File: src/rtl/dmem_seg_pkg.sv
package dmem_seg_pkg;
  localparam int unsigned BYTE_W = 8;
  localparam int unsigned PHYS_W = 2 * BYTE_W;
  localparam int unsigned NREG   = 16;
  localparam int unsigned IDX_X  = 12;
  localparam int unsigned IDX_SP = 13;
  localparam int unsigned IDX_B  = 14;
  localparam int unsigned IDX_S  = 15;

  typedef enum logic [2:0] {
    OP_NOP = 3'd0, OP_RD = 3'd1, OP_WR = 3'd2, OP_LDI = 3'd3, OP_DSZ = 3'd4
  } mem_op_e;

  typedef enum logic [1:0] {
    SRC_DIR = 2'd0, SRC_B = 2'd1, SRC_X = 2'd2, SRC_SP = 2'd3
  } addr_src_e;

  typedef enum logic [1:0] {
    PM_NONE = 2'd0, PM_INC = 2'd1, PM_DEC = 2'd2, PM_RSV = 2'd3
  } post_mod_e;

  // upper half passes through, lower half is placed in the selected segment
  function automatic logic [PHYS_W-1:0] seg_extend(input logic [BYTE_W-1:0] seg,
                                                   input logic [BYTE_W-1:0] a);
    if (a[BYTE_W-1]) return {{BYTE_W{1'b0}}, a};
    return {seg, 1'b0, a[BYTE_W-2:0]};
  endfunction

  // 8-bit pointer step, wrapping, no carry out
  function automatic logic [BYTE_W-1:0] ptr_step(input logic [BYTE_W-1:0] p,
                                                 input post_mod_e m);
    case (m)
      PM_INC:  return p + 1'b1;
      PM_DEC:  return p - 1'b1;
      default: return p;
    endcase
  endfunction
endpackage

File: src/rtl/dmem_addr_gen.sv
module dmem_addr_gen
  import dmem_seg_pkg::*;
(
  input  logic              clk,
  input  logic              rst_n,
  input  addr_src_e         src,
  input  logic [BYTE_W-1:0] dir_addr,
  input  logic [BYTE_W-1:0] ptr_b,
  input  logic [BYTE_W-1:0] ptr_x,
  input  logic [BYTE_W-1:0] ptr_sp,
  input  logic [BYTE_W-1:0] seg,
  output logic [BYTE_W-1:0] eff_addr,
  output logic [PHYS_W-1:0] phys_addr,
  output logic              is_mapped,
  output logic [3:0]        map_idx
);
  localparam logic [3:0] MAP_HI = 4'hF;

  always_comb begin
    case (src)
      SRC_B:   eff_addr = ptr_b;
      SRC_X:   eff_addr = ptr_x;
      SRC_SP:  eff_addr = ptr_sp;
      default: eff_addr = dir_addr;
    endcase
  end

  assign phys_addr = seg_extend(seg, eff_addr);
  assign is_mapped = (eff_addr[BYTE_W-1:4] == MAP_HI);
  assign map_idx   = eff_addr[3:0];


  upper_passthru_chk: assert property (@(posedge clk) disable iff (!rst_n)
    eff_addr[BYTE_W-1] |-> (phys_addr[PHYS_W-1:BYTE_W] == '0) && (phys_addr[BYTE_W-1:0] == eff_addr));

  lower_segment_chk: assert property (@(posedge clk) disable iff (!rst_n)
    !eff_addr[BYTE_W-1] |-> (phys_addr[PHYS_W-1:BYTE_W] == seg) && !phys_addr[BYTE_W-1]);
endmodule

File: src/rtl/dmem_map_regs.sv
module dmem_map_regs
  import dmem_seg_pkg::*;
#(
  parameter logic [BYTE_W-1:0] SP_INIT = 8'h6F
) (
  input  logic              clk,
  input  logic              rst_n,
  input  logic              wr_en,
  input  logic [3:0]        wr_idx,
  input  logic [BYTE_W-1:0] wr_data,
  input  logic              dsz_en,
  input  logic [3:0]        dsz_idx,
  input  logic              post_b_en,
  input  logic              post_x_en,
  input  post_mod_e         post_mode,
  input  logic [3:0]        rd_idx,
  output logic [BYTE_W-1:0] rd_val,
  output logic [BYTE_W-1:0] ptr_b,
  output logic [BYTE_W-1:0] ptr_x,
  output logic [BYTE_W-1:0] ptr_sp,
  output logic [BYTE_W-1:0] seg
);
  logic [BYTE_W-1:0] regs_q [NREG];
  logic              seg_load_evt;

  for (genvar i = 0; i < NREG; i++) begin : g_reg
    localparam logic [3:0]        MY_IDX = 4'(i);
    localparam logic [BYTE_W-1:0] RST_V  = (i == IDX_SP) ? SP_INIT : '0;
    logic post_hit;
    if (i == IDX_B) begin : g_pb
      assign post_hit = post_b_en;
    end else if (i == IDX_X) begin : g_px
      assign post_hit = post_x_en;
    end else begin : g_pn
      assign post_hit = 1'b0;
    end

    always_ff @(posedge clk) begin
      if (!rst_n)                            regs_q[i] <= RST_V;
      else if (post_hit)                     regs_q[i] <= ptr_step(regs_q[i], post_mode);
      else if (dsz_en && dsz_idx == MY_IDX)  regs_q[i] <= regs_q[i] - 1'b1;
      else if (wr_en && wr_idx == MY_IDX)    regs_q[i] <= wr_data;
    end
  end

  assign rd_val       = regs_q[rd_idx];
  assign ptr_b        = regs_q[IDX_B];
  assign ptr_x        = regs_q[IDX_X];
  assign ptr_sp       = regs_q[IDX_SP];
  assign seg          = regs_q[IDX_S];
  assign seg_load_evt = (wr_en && wr_idx == 4'(IDX_S)) || (dsz_en && dsz_idx == 4'(IDX_S));


  b_post_inc_chk: assert property (@(posedge clk) disable iff (!rst_n)
    post_b_en && post_mode == PM_INC |=> ptr_b == $past(ptr_b) + 8'd1);

  x_post_dec_chk: assert property (@(posedge clk) disable iff (!rst_n)
    post_x_en && post_mode == PM_DEC |=> ptr_x == $past(ptr_x) - 8'd1);

  seg_no_carry_chk: assert property (@(posedge clk) disable iff (!rst_n)
    !seg_load_evt |=> $stable(seg));

  post_beats_write_chk: assert property (@(posedge clk) disable iff (!rst_n)
    post_b_en && wr_en && wr_idx == 4'(IDX_B) |=> ptr_b == ptr_step($past(ptr_b), $past(post_mode)));
endmodule

File: src/rtl/dmem_rd_path.sv
module dmem_rd_path
  import dmem_seg_pkg::*;
(
  input  logic              clk,
  input  logic              rst_n,
  input  logic              rd_fire,
  input  logic              rd_mapped,
  input  logic [BYTE_W-1:0] reg_val,
  input  logic              skip_next,
  input  logic [BYTE_W-1:0] ram_rdata,
  output logic [BYTE_W-1:0] rd_data,
  output logic              rd_valid,
  output logic              skip
);
  logic              mapped_q;
  logic [BYTE_W-1:0] reg_q;

  always_ff @(posedge clk) begin
    if (!rst_n) begin
      rd_valid <= 1'b0;
      mapped_q <= 1'b0;
      reg_q    <= '0;
      skip     <= 1'b0;
    end else begin
      rd_valid <= rd_fire;
      mapped_q <= rd_fire && rd_mapped;
      skip     <= skip_next;
      if (rd_fire && rd_mapped) reg_q <= reg_val;
    end
  end

  assign rd_data = mapped_q ? reg_q : ram_rdata;


  rd_latency_chk: assert property (@(posedge clk) disable iff (!rst_n)
    rd_fire |=> rd_valid);
endmodule

File: src/rtl/dmem_seg_unit.sv
module dmem_seg_unit
  import dmem_seg_pkg::*;
#(
  parameter int unsigned RAM_BYTES = 128
) (
  input  logic        clk,
  input  logic        rst_n,
  input  logic        req_valid,
  input  logic [2:0]  req_op,
  input  logic [1:0]  req_src,
  input  logic [1:0]  req_post,
  input  logic [7:0]  req_addr,
  input  logic [7:0]  req_wdata,
  output logic [7:0]  rd_data,
  output logic        rd_valid,
  output logic        skip,
  output logic [15:0] ram_addr,
  output logic        ram_re,
  output logic        ram_we,
  output logic [7:0]  ram_wdata,
  input  logic [7:0]  ram_rdata
);
  localparam logic [BYTE_W-1:0] SP_RESET = (RAM_BYTES == 64) ? 8'h2F : 8'h6F;

  mem_op_e   op;
  addr_src_e src_sel;
  post_mod_e pm;
  logic is_rd, is_wr, is_ldi, is_dsz, is_access;
  logic dir_in_regs;
  logic [BYTE_W-1:0] eff_addr, rd_val, ptr_b, ptr_x, ptr_sp, seg;
  logic [PHYS_W-1:0] phys_addr;
  logic is_mapped;
  logic [3:0] map_idx;
  logic wr_en, dsz_en, post_b_en, post_x_en, skip_next;
  logic [3:0] wr_idx, rd_idx;

  assign op        = mem_op_e'(req_op);
  assign pm        = post_mod_e'(req_post);
  assign is_rd     = req_valid && op == OP_RD;
  assign is_wr     = req_valid && op == OP_WR;
  assign is_ldi    = req_valid && op == OP_LDI;
  assign is_dsz    = req_valid && op == OP_DSZ;
  assign is_access = is_rd || is_wr;
  // register-only operations always use the direct address
  assign src_sel   = is_access ? addr_src_e'(req_src) : SRC_DIR;
  assign dir_in_regs = (req_addr[7:4] == 4'hF) && (req_addr != 8'hFF);

  dmem_addr_gen u_agen (
    .clk(clk), .rst_n(rst_n), .src(src_sel), .dir_addr(req_addr),
    .ptr_b(ptr_b), .ptr_x(ptr_x), .ptr_sp(ptr_sp), .seg(seg),
    .eff_addr(eff_addr), .phys_addr(phys_addr), .is_mapped(is_mapped), .map_idx(map_idx)
  );

  assign wr_en     = (is_wr && is_mapped) || (is_ldi && dir_in_regs);
  assign wr_idx    = is_ldi ? req_addr[3:0] : map_idx;
  assign dsz_en    = is_dsz && dir_in_regs;
  assign rd_idx    = is_dsz ? req_addr[3:0] : map_idx;
  assign post_b_en = is_access && src_sel == SRC_B && pm != PM_NONE;
  assign post_x_en = is_access && src_sel == SRC_X && pm != PM_NONE;
  assign skip_next = dsz_en && (rd_val == 8'd1);

  dmem_map_regs #(.SP_INIT(SP_RESET)) u_regs (
    .clk(clk), .rst_n(rst_n), .wr_en(wr_en), .wr_idx(wr_idx), .wr_data(req_wdata),
    .dsz_en(dsz_en), .dsz_idx(req_addr[3:0]), .post_b_en(post_b_en), .post_x_en(post_x_en),
    .post_mode(pm), .rd_idx(rd_idx), .rd_val(rd_val), .ptr_b(ptr_b), .ptr_x(ptr_x),
    .ptr_sp(ptr_sp), .seg(seg)
  );

  dmem_rd_path u_rdp (
    .clk(clk), .rst_n(rst_n), .rd_fire(is_rd), .rd_mapped(is_mapped), .reg_val(rd_val),
    .skip_next(skip_next), .ram_rdata(ram_rdata), .rd_data(rd_data), .rd_valid(rd_valid),
    .skip(skip)
  );

  assign ram_addr  = phys_addr;
  assign ram_re    = is_rd && !is_mapped;
  assign ram_we    = is_wr && !is_mapped;
  assign ram_wdata = req_wdata;


  no_ram_for_regs_chk: assert property (@(posedge clk) disable iff (!rst_n)
    (ram_re || ram_we) |-> !(ram_addr[15:8] == 8'h00 && ram_addr[7:4] == 4'hF));

  dsz_skip_chk: assert property (@(posedge clk) disable iff (!rst_n)
    dsz_en |=> skip == ($past(rd_val) == 8'd1));

  skip_source_chk: assert property (@(posedge clk) disable iff (!rst_n)
    !dsz_en |=> !skip);
endmodule

File: config.mk
export PLATFORM = sky130hd
export DESIGN_NAME = dmem_seg_unit
export DESIGN_NICKNAME = d
export VERILOG_FILES = /design/src/rtl/dmem_seg_pkg.sv /design/src/rtl/dmem_addr_gen.sv /design/src/rtl/dmem_map_regs.sv /design/src/rtl/dmem_rd_path.sv /design/src/rtl/dmem_seg_unit.sv
export SDC_FILE = /design/constraint.sdc
export NUM_CORES = 1
export LEC_CHECK = 0
export CORE_UTILIZATION = 40
export CTS_CLUSTER_DIAMETER = 40
export DETAILED_ROUTE_END_ITERATION = 10
export PLACE_DENSITY = 0.7
export REMOVE_ABC_BUFFERS = 1
export SLEW_MARGIN = 20
export SYNTH_ARGS = -nofsm -noshare
export SYNTH_HDL_FRONTEND = slang
export SYNTH_SLANG_ARGS = --single-unit
File: constraint.sdc
create_clock -name clk -period 3.2 [get_ports clk]
set_input_delay 0.64 -clock clk [delete_from_list [all_inputs] [get_ports clk]]
set_output_delay 0.64 -clock clk [all_outputs]
set_load 0.03 [all_outputs]
==> summary.md, run 1 <==
| Metric | Value |
|---|---|
| Sequential cell area | `between 4000 and 5000 sq um` |
| Status | `finished clean` |
| Met2 Wirelength | `approximately 15 mm` |
| Filler Cell Count | `~2200` |
| Top FF cell, synth | `edfxtp_1` |
| Synth warnings | `0` |
| Hold Crit Class | `flip-flop to flip-flop` |
| CTS sink cnt | `~140` |
| Final WL | `between 30 and 40 mm` |
| Max layer used | `met4` |
| CP max FO | `5` |
| CTS tree | `done` |
| Crit path from | `req_src[0]` |
| Vias per Instance | `5.98` |
| ANT cells | `0` |
| Initial Utilization | `40.7%` |
| Fmax | `around 310 MHz` |
| Peak VDD IR | `between 0.3 and 0.4 mV` |
| First-pass detailed-route iteration total | `8` |
| DR vias | `around 9400` |
| Fin crit period | `about 3.2 ns` |
| Top Ports | `70` |
| Rows | `57` |
| Antenna viol nets, final | `0` |
| Area contributors post-synth | `edfxtp_1 (39%), nand2_1 (5.7%), xnor2_1 (5.6%)` |
| Clk root buf | `clkbuf_16` |
| Power per cell area | `roughly 400 nW/um^2` |
| Clock Pin Slew Worst Setup and Hold Paths | `roughly 0.060 ns` |
| Req. time, crit path | `~2.6 ns` |
| Slew Limit Fails | `0` |
| Multi-input gate area | `between 5000 and 6000 sq um` |
| Initial antenna violation count | `0` |
| Fin Clk Skew | `around 0.0069 ns` |
| DRC | `0` |
| Critical Path AT | `between 2 and 3 ns` |
| Met3 Wirelength | `between 3 and 4 mm` |
| Routability-driven placement congestion ratio | `between 1 and 1.5` |
| Area leader, netlist | `edfxtp_1` |
| CP Capture Type | `output port` |
| Sequential area share after synthesis | `between 40% and 50%` |
| Post-CTS Hold Buffers | `0` |
| Die width | `between 150 and 200 um` |
| Crit path kind | `input port to output port` |
| Wirelength per Cell | `about 21 um` |
| Count of cell types in the netlist | `64` |
| Vias in the first global route | `~8800` |
| Reg2Reg Setup Slack | `between 0.4 and 0.5 ns` |
| Ratio of final minimum period to clock period | `99.5%` |
| Clock latency on the worst-skew pair | `approximately 0.43 ns` |
| IO buf count | `just under 70` |
| Register bit count reported by yosys | `139` |
| Violation count after the first detailed-route iteration | `about 1100` |
| Die area | `25300 sq um` |
| Mapped cell area | `between 9000 and 10000 sq um` |
| Detailed Place HPWL | `around 25 mm` |
| Synth top area share | `39.0%` |
| Fin nets | `around 1300` |
| Tot GR Track Use | `26.0%` |
| Worst setup path endpoint | `ram_we` |
| Worst relative slew slack | `between 50% and 60%` |
| Max Cap Viol | `0` |
| Cell count after synthesis | `1051` |
| Pleak | `between 4 and 5 nW` |
| Fraction of registers with async set or reset after synthesis | `0%` |
| Maximum clock path buffer count | `2` |
| Slew @ Worst Pin | `roughly 0.64 ns` |
| Hold Fails Final Rpt | `0` |
| Post-synth EDFFs | `approximately 130` |
| Syn Area/Cell | `~9.4 sq um` |
| Metal-1 WL | `around 14 mm` |
| Die Y | `between 150 and 200 um` |
| First-pass GRT wire length | `between 50 and 60 mm` |
| CTS H-tree depth | `4` |
| Sum of negative setup slack | `0 ns` |
| Core footprint | `roughly 24000 sq um` |
| Grt ovf | `0` |
| Pin count of the biggest net entering global routing | `23` |
| Worst R2R End | `u_regs.regs_q[14][5]` |
| R2R cell count | `8` |
| Reg2reg start | `u_regs.regs_q[14][5]` |
| CP startpoint kind | `input port` |
| Area grow syn2layout | `27.9%` |
| Share of cells above drive strength 1 | `between 20% and 30%` |
| TritonCTS Buffers | `17` |
| Power Total | `just over 5 mW` |
| Final setup fails | `0` |
[synth_stat cells (8+ instances only)]
library cell	instances
o22ai_1	29
nand2_1	151
buf_4	11
mux2i_1	13
mux4_2	16
nand3_1	18
inv_1	58
edfxtp_1	128
nor3_2	11
a221oi_1	8
nor2b_1	9
nor3_1	42
a21oi_1	30
xor2_1	24
dfxtp_1	11
ha_1	19
nor2_1	71
o211ai_1	45
clkbuf_1	36
xnor2_1	63
or3_1	8
nor3b_1	18
o21ai_0	85
mux2_2	10
[how the worst min path moves through the flow]
stage | startpoint | to | slack (ns) | cells after the start
floorplan | u_rdp.reg_q[2] | u_rdp.reg_q[2] | 0.45 | 2
global placement | u_rdp.reg_q[5] | u_rdp.reg_q[5] | 0.47 | 2
detailed placement | u_rdp.reg_q[6] | u_rdp.reg_q[6] | 0.48 | 2
CTS | u_rdp.reg_q[6] | u_rdp.reg_q[6] | 0.50 | 2
global route | u_rdp.reg_q[4] | u_rdp.reg_q[4] | 0.54 | 2
finish | u_rdp.reg_q[6] | u_rdp.reg_q[6] | 0.49 | 2
[flip-flops by register name (all words and copies together), names as in the netlist]
name and flops:
u_rdp.skip 1, u_regs.regs_q 128, u_rdp.mapped_q 1, u_rdp.rd_valid 1, u_rdp.reg_q 8
[metrics by stage]
| step | util (%) | std cells | area (sq um) | setup WS (ns) | hold WS [ns] |
|---|---|---|---|---|---|
| after floorplan | - | 989 | 9570 | -0.255 | 0.450 |
| after global placement | 49.1 | 1533 | 11900 | -0.227 | 0.471 |
| after detailed placement | 49.1 | 1533 | 11900 | -0.307 | 0.484 |
| after CTS | 51.6 | 1565 | 12500 | 0.00477 | 0.497 |
| after global routing | 52.0 | 1567 | 12600 | -0.000527 | 0.544 |
| final | 52.0 | 1567 | 12600 | 0.0146 | 0.494 |
[routing by layer]
layer  GRT usage [%]  vias to the layer above
met3            4.43                       88
met1            35.8                     4506
li1                -                     4239
met4            13.1                        0
met5               0                        -
met2            39.6                      545
[layout by cell type, fill, tap and decap left out, drive strengths merged, types with 10 or more instances in the layout]
cell and count:
o21ai 92, o22ai 29, xnor2 63, clkdlybuf4s50 48, nor2 71, dfxtp 11, mux4 16, a22oi 10
mux2 12, a21oi 30, mux2i 13, nor3b 18, edfxtp 128, clkbuf 19, xor2 24, ha 19
o211ai 45, nand3 19, nand2 152, inv 62, nor3 53, buf 170
[critical path: stages]
cell and delay, ns:
clkdlybuf4s50_1 0.56, nand2b_4 0.21, a2bb2oi_2 0.22, nand4_1 0.20
buf_4 0.19, nor2_2 0.15, nor3b_1 0.07, buf_4 0.16
buf_12 0.13
[where the power goes]
| group | switching [mW] | internal, mW | total [mW] | leakage [nW] |
|---|---|---|---|---|
| logic | 0.524 | 0.424 | 0.948 | 2.95 |
| clock network | 0.817 | 1.23 | 2.04 | 0.282 |
| registers | 0.0778 | 2.04 | 2.12 | 1.39 |
[area by class of cell]
cell class / instances / area share [%]
Multi-Input combinational cell: 790 / 42.4
Clock inverter: 14 / 1.34
Tap cell: 324 / 3.21
Clock buffer: 18 / 3.40
Sequential cell: 139 / 32.2
Inverter: 60 / 1.80
Timing Repair Buffer: 222 / 15.6
[cell families after synthesis]
logic type,share of synthesized area [%]
xor+xnor,7.72
flops,41.2
mux,6.34
buf+inv,5.33
simple gates,17.4
compound gates,19.6
fa+ha+maj,2.41
[what timing repair did]
action	4_1_cts	5_1_grt
setup endpoints to repair	9	36
gates cloned	0	1
buffers inserted	0	1
gates resized for setup	5	13
pin swaps	0	3
Note: power is estimated with default switching activity, not from simulation.
==> inputs of run 2 (changes only) <==
- CORE_ASPECT_RATIO: not set -> 1.25
==> summary.md, run 2 (synthesis gave the netlist of run 1 again) <==
| Metric | Value |
|---|---|
| Status | `finished clean` |
| Routability-driven placement congestion ratio | `approximately 0.99` |
| Fmax | `between 300 and 400 MHz` |
| Fin Clk Skew | `between 0.01 and 0.015 ns` |
| First-pass detailed-route iteration total | `5` |
| Critical hold path startpoint | `u_rdp.reg_q[4]` |
| Power per cell area | `409 nW/um^2` |
| Grt ovf | `0` |
| Slew @ Worst Pin | `0.627 ns` |
| Slew Limit Fails | `0` |
| Req. time, crit path | `roughly 2.6 ns` |
| RSZ-0062 raised after global routing | `yes` |
| TritonCTS Buffers | `17` |
| Clock latency on the worst-skew pair | `roughly 0.44 ns` |
| Filler Cell Count | `~2100` |
| Power Total | `about 5.2 mW` |
| Critical Path AT | `~2.5 ns` |
| DR vias | `slightly above 9000` |
| Rows | `63` |
| Maximum clock path buffer count | `2` |
| IO buf count | `between 60 and 70` |
| Reg2reg start | `u_regs.regs_q[12][0]` |
| Share of cells above drive strength 1 | `23.1%` |
| Final setup fails | `0` |
| Clock Pin Slew Worst Setup and Hold Paths | `about 0.060 ns` |
| Max Cap Viol | `0` |
| Vias per Instance | `5.87` |
| Crit path kind | `input port to output port` |
| CP Capture Type | `output port` |
| Detailed Place HPWL | `about 25 mm` |
| Peak VDD IR | `0.393 mV` |
| Die area | `roughly 25000 sq um` |
| CTS sink cnt | `between 100 and 150` |
| Tot GR Track Use | `between 20% and 30%` |
| Worst R2R End | `u_regs.regs_q[13][5]` |
| Area grow syn2layout | `30.2%` |
| Max reg flops | `128` |
| Initial antenna violation count | `0` |
| Violation count after the first detailed-route iteration | `around 750` |
| CP startpoint kind | `input port` |
| R2R cell count | `10` |
| Pleak | `between 4 and 5 nW` |
| Ratio of final minimum period to clock period | `~98%` |
| Most frequent cells in the layout | `buf_4 (169), nand2_1 (151), edfxtp_1 (128), o21ai_0 (85), nor2_1 (66)` |
| Die Y | `roughly 180 um` |
| Fin crit period | `3.15 ns` |
| Largest regs | `u_regs.regs_q (128), u_rdp.reg_q (8)` |
| DRC | `0` |
| Fin nets | `1298` |
| Wirelength per Cell | `~21 um` |
| Die width | `around 140 um` |
| Vias in the first global route | `between 9000 and 10000` |
| Most common cell after layout, fill and taps aside | `buf_4` |
| Post-CTS Hold Buffers | `0` |
| Pin count of the biggest net entering global routing | `28` |
| CTS tree | `done` |
| Top Ports | `70` |
| First-pass GRT wire length | `51.6 mm` |
| Initial Utilization | `41.2%` |
| Reg with most FFs | `u_regs.regs_q` |
| Clk root buf | `clkbuf_16` |
| Reg2Reg Setup Slack | `~0.43 ns` |
| Hold Fails Final Rpt | `0` |
| Antenna viol nets, final | `0` |
| Hold path depth | `2` |
| CP max FO | `27` |
| Hold Crit Class | `flip-flop to flip-flop` |
| CTS H-tree depth | `4` |
| Hold EP | `u_rdp.reg_q[4]` |
| Final WL | `between 30 and 40 mm` |
| Worst relative slew slack | `58.1%` |
| Core footprint | `approximately 24000 sq um` |
| Post-layout util | `around 54%` |
| ANT cells | `0` |
-- run 2: changes by cell type in the layout (fill, tap and decap cells not counted), moves of 2 or more --
cell and change:
clkinv_1 -2, nor2_4 +2, mux2i_1 -2, mux2i_4 +2, buf_4 +11, buf_12 +3, nor2_1 -2, nor3_2 -4
nor3_4 +4
-- run 2: how the worst max path moves through the flow --
stage,startpoint,slack [ns],depth (start not counted),endpoint
6_report,req_op[1],0.05,9,ram_addr[3]
4_1_cts,req_src[1],-0.003,11,ram_addr[2]
3_5_place_dp,req_op[0],-0.36,11,u_regs.regs_q[13][5]
3_3_place_gp,req_src[1],-0.38,12,u_rdp.reg_q[0]
5_1_grt,req_op[1],-0.02,9,ram_addr[2]
2_1_floorplan,req_op[2],-0.26,7,u_regs.regs_q[13][0]
-- run 2: metrics by stage --
step,hold slack [ns],cells,setup slack (ns),setup TNS [ns],cell area [sq um]
floorplan,0.450,989,-0.255,-8.05,9570
global placement,0.479,1549,-0.382,-54.57,12100
detailed placement,0.491,1549,-0.365,-57.20,12100
CTS,0.507,1583,-0.00300,-0.00300,12700
global route,0.563,1583,-0.0245,-0.0457,12800
finish,0.520,1583,0.0496,0,12800
-- run 2: critical path, stage by stage --
cell and delay (ns):
clkdlybuf4s50_1 0.59, xor2_1 0.25, nand2_2 0.18, buf_6 0.23, nor2_1 0.16, buf_4 0.13, nor2_2 0.04, buf_4 0.15
buf_12 0.13
-- run 2: timing repair --
action / 4_1_cts / 5_1_grt
gates cloned: 0 / 0
pin swaps: 2 / 2
setup buffers: 2 / 0
gates resized for setup: 12 / 21
endpoints found under the setup margin: 15 / 64
-- run 2: layout make-up --
type | instances | area (sq um) | share of cell area [%]
multi-input cells | 790 | 5410 | 42.1
clock inverters | 13 | 193 | 1.50
flip-flops and latches | 139 | 4060 | 31.6
well taps | 325 | 407 | 3.17
inverters | 60 | 230 | 1.79
clock buffers | 19 | 433 | 3.37
repair buffers | 237 | 2100 | 16.4
-- run 2: layer usage --
| metal | share of wire (%) | track usage, % | wire (um) | vias to the layer above |
|---|---|---|---|---|
| li1 | - | - | - | 4272 |
| met3 | 7.8 | 5.02 | 2590 | 101 |
| met5 | 0 | 0 | 0 | - |
| met2 | 50 | 47.8 | 16700 | 453 |
| met1 | 38 | 32.3 | 12700 | 4471 |
| met4 | 4.2 | 12.9 | 1390 | 0 |
-- run 2: power breakdown --
| part | switching [mW] | total [mW] | leakage (nW) | internal (mW) |
|---|---|---|---|---|
| clock | 0.832 | 2.15 | 0.299 | 1.31 |
| combinational | 0.535 | 0.982 | 3.05 | 0.447 |
| sequential | 0.0785 | 2.12 | 1.39 | 2.04 |
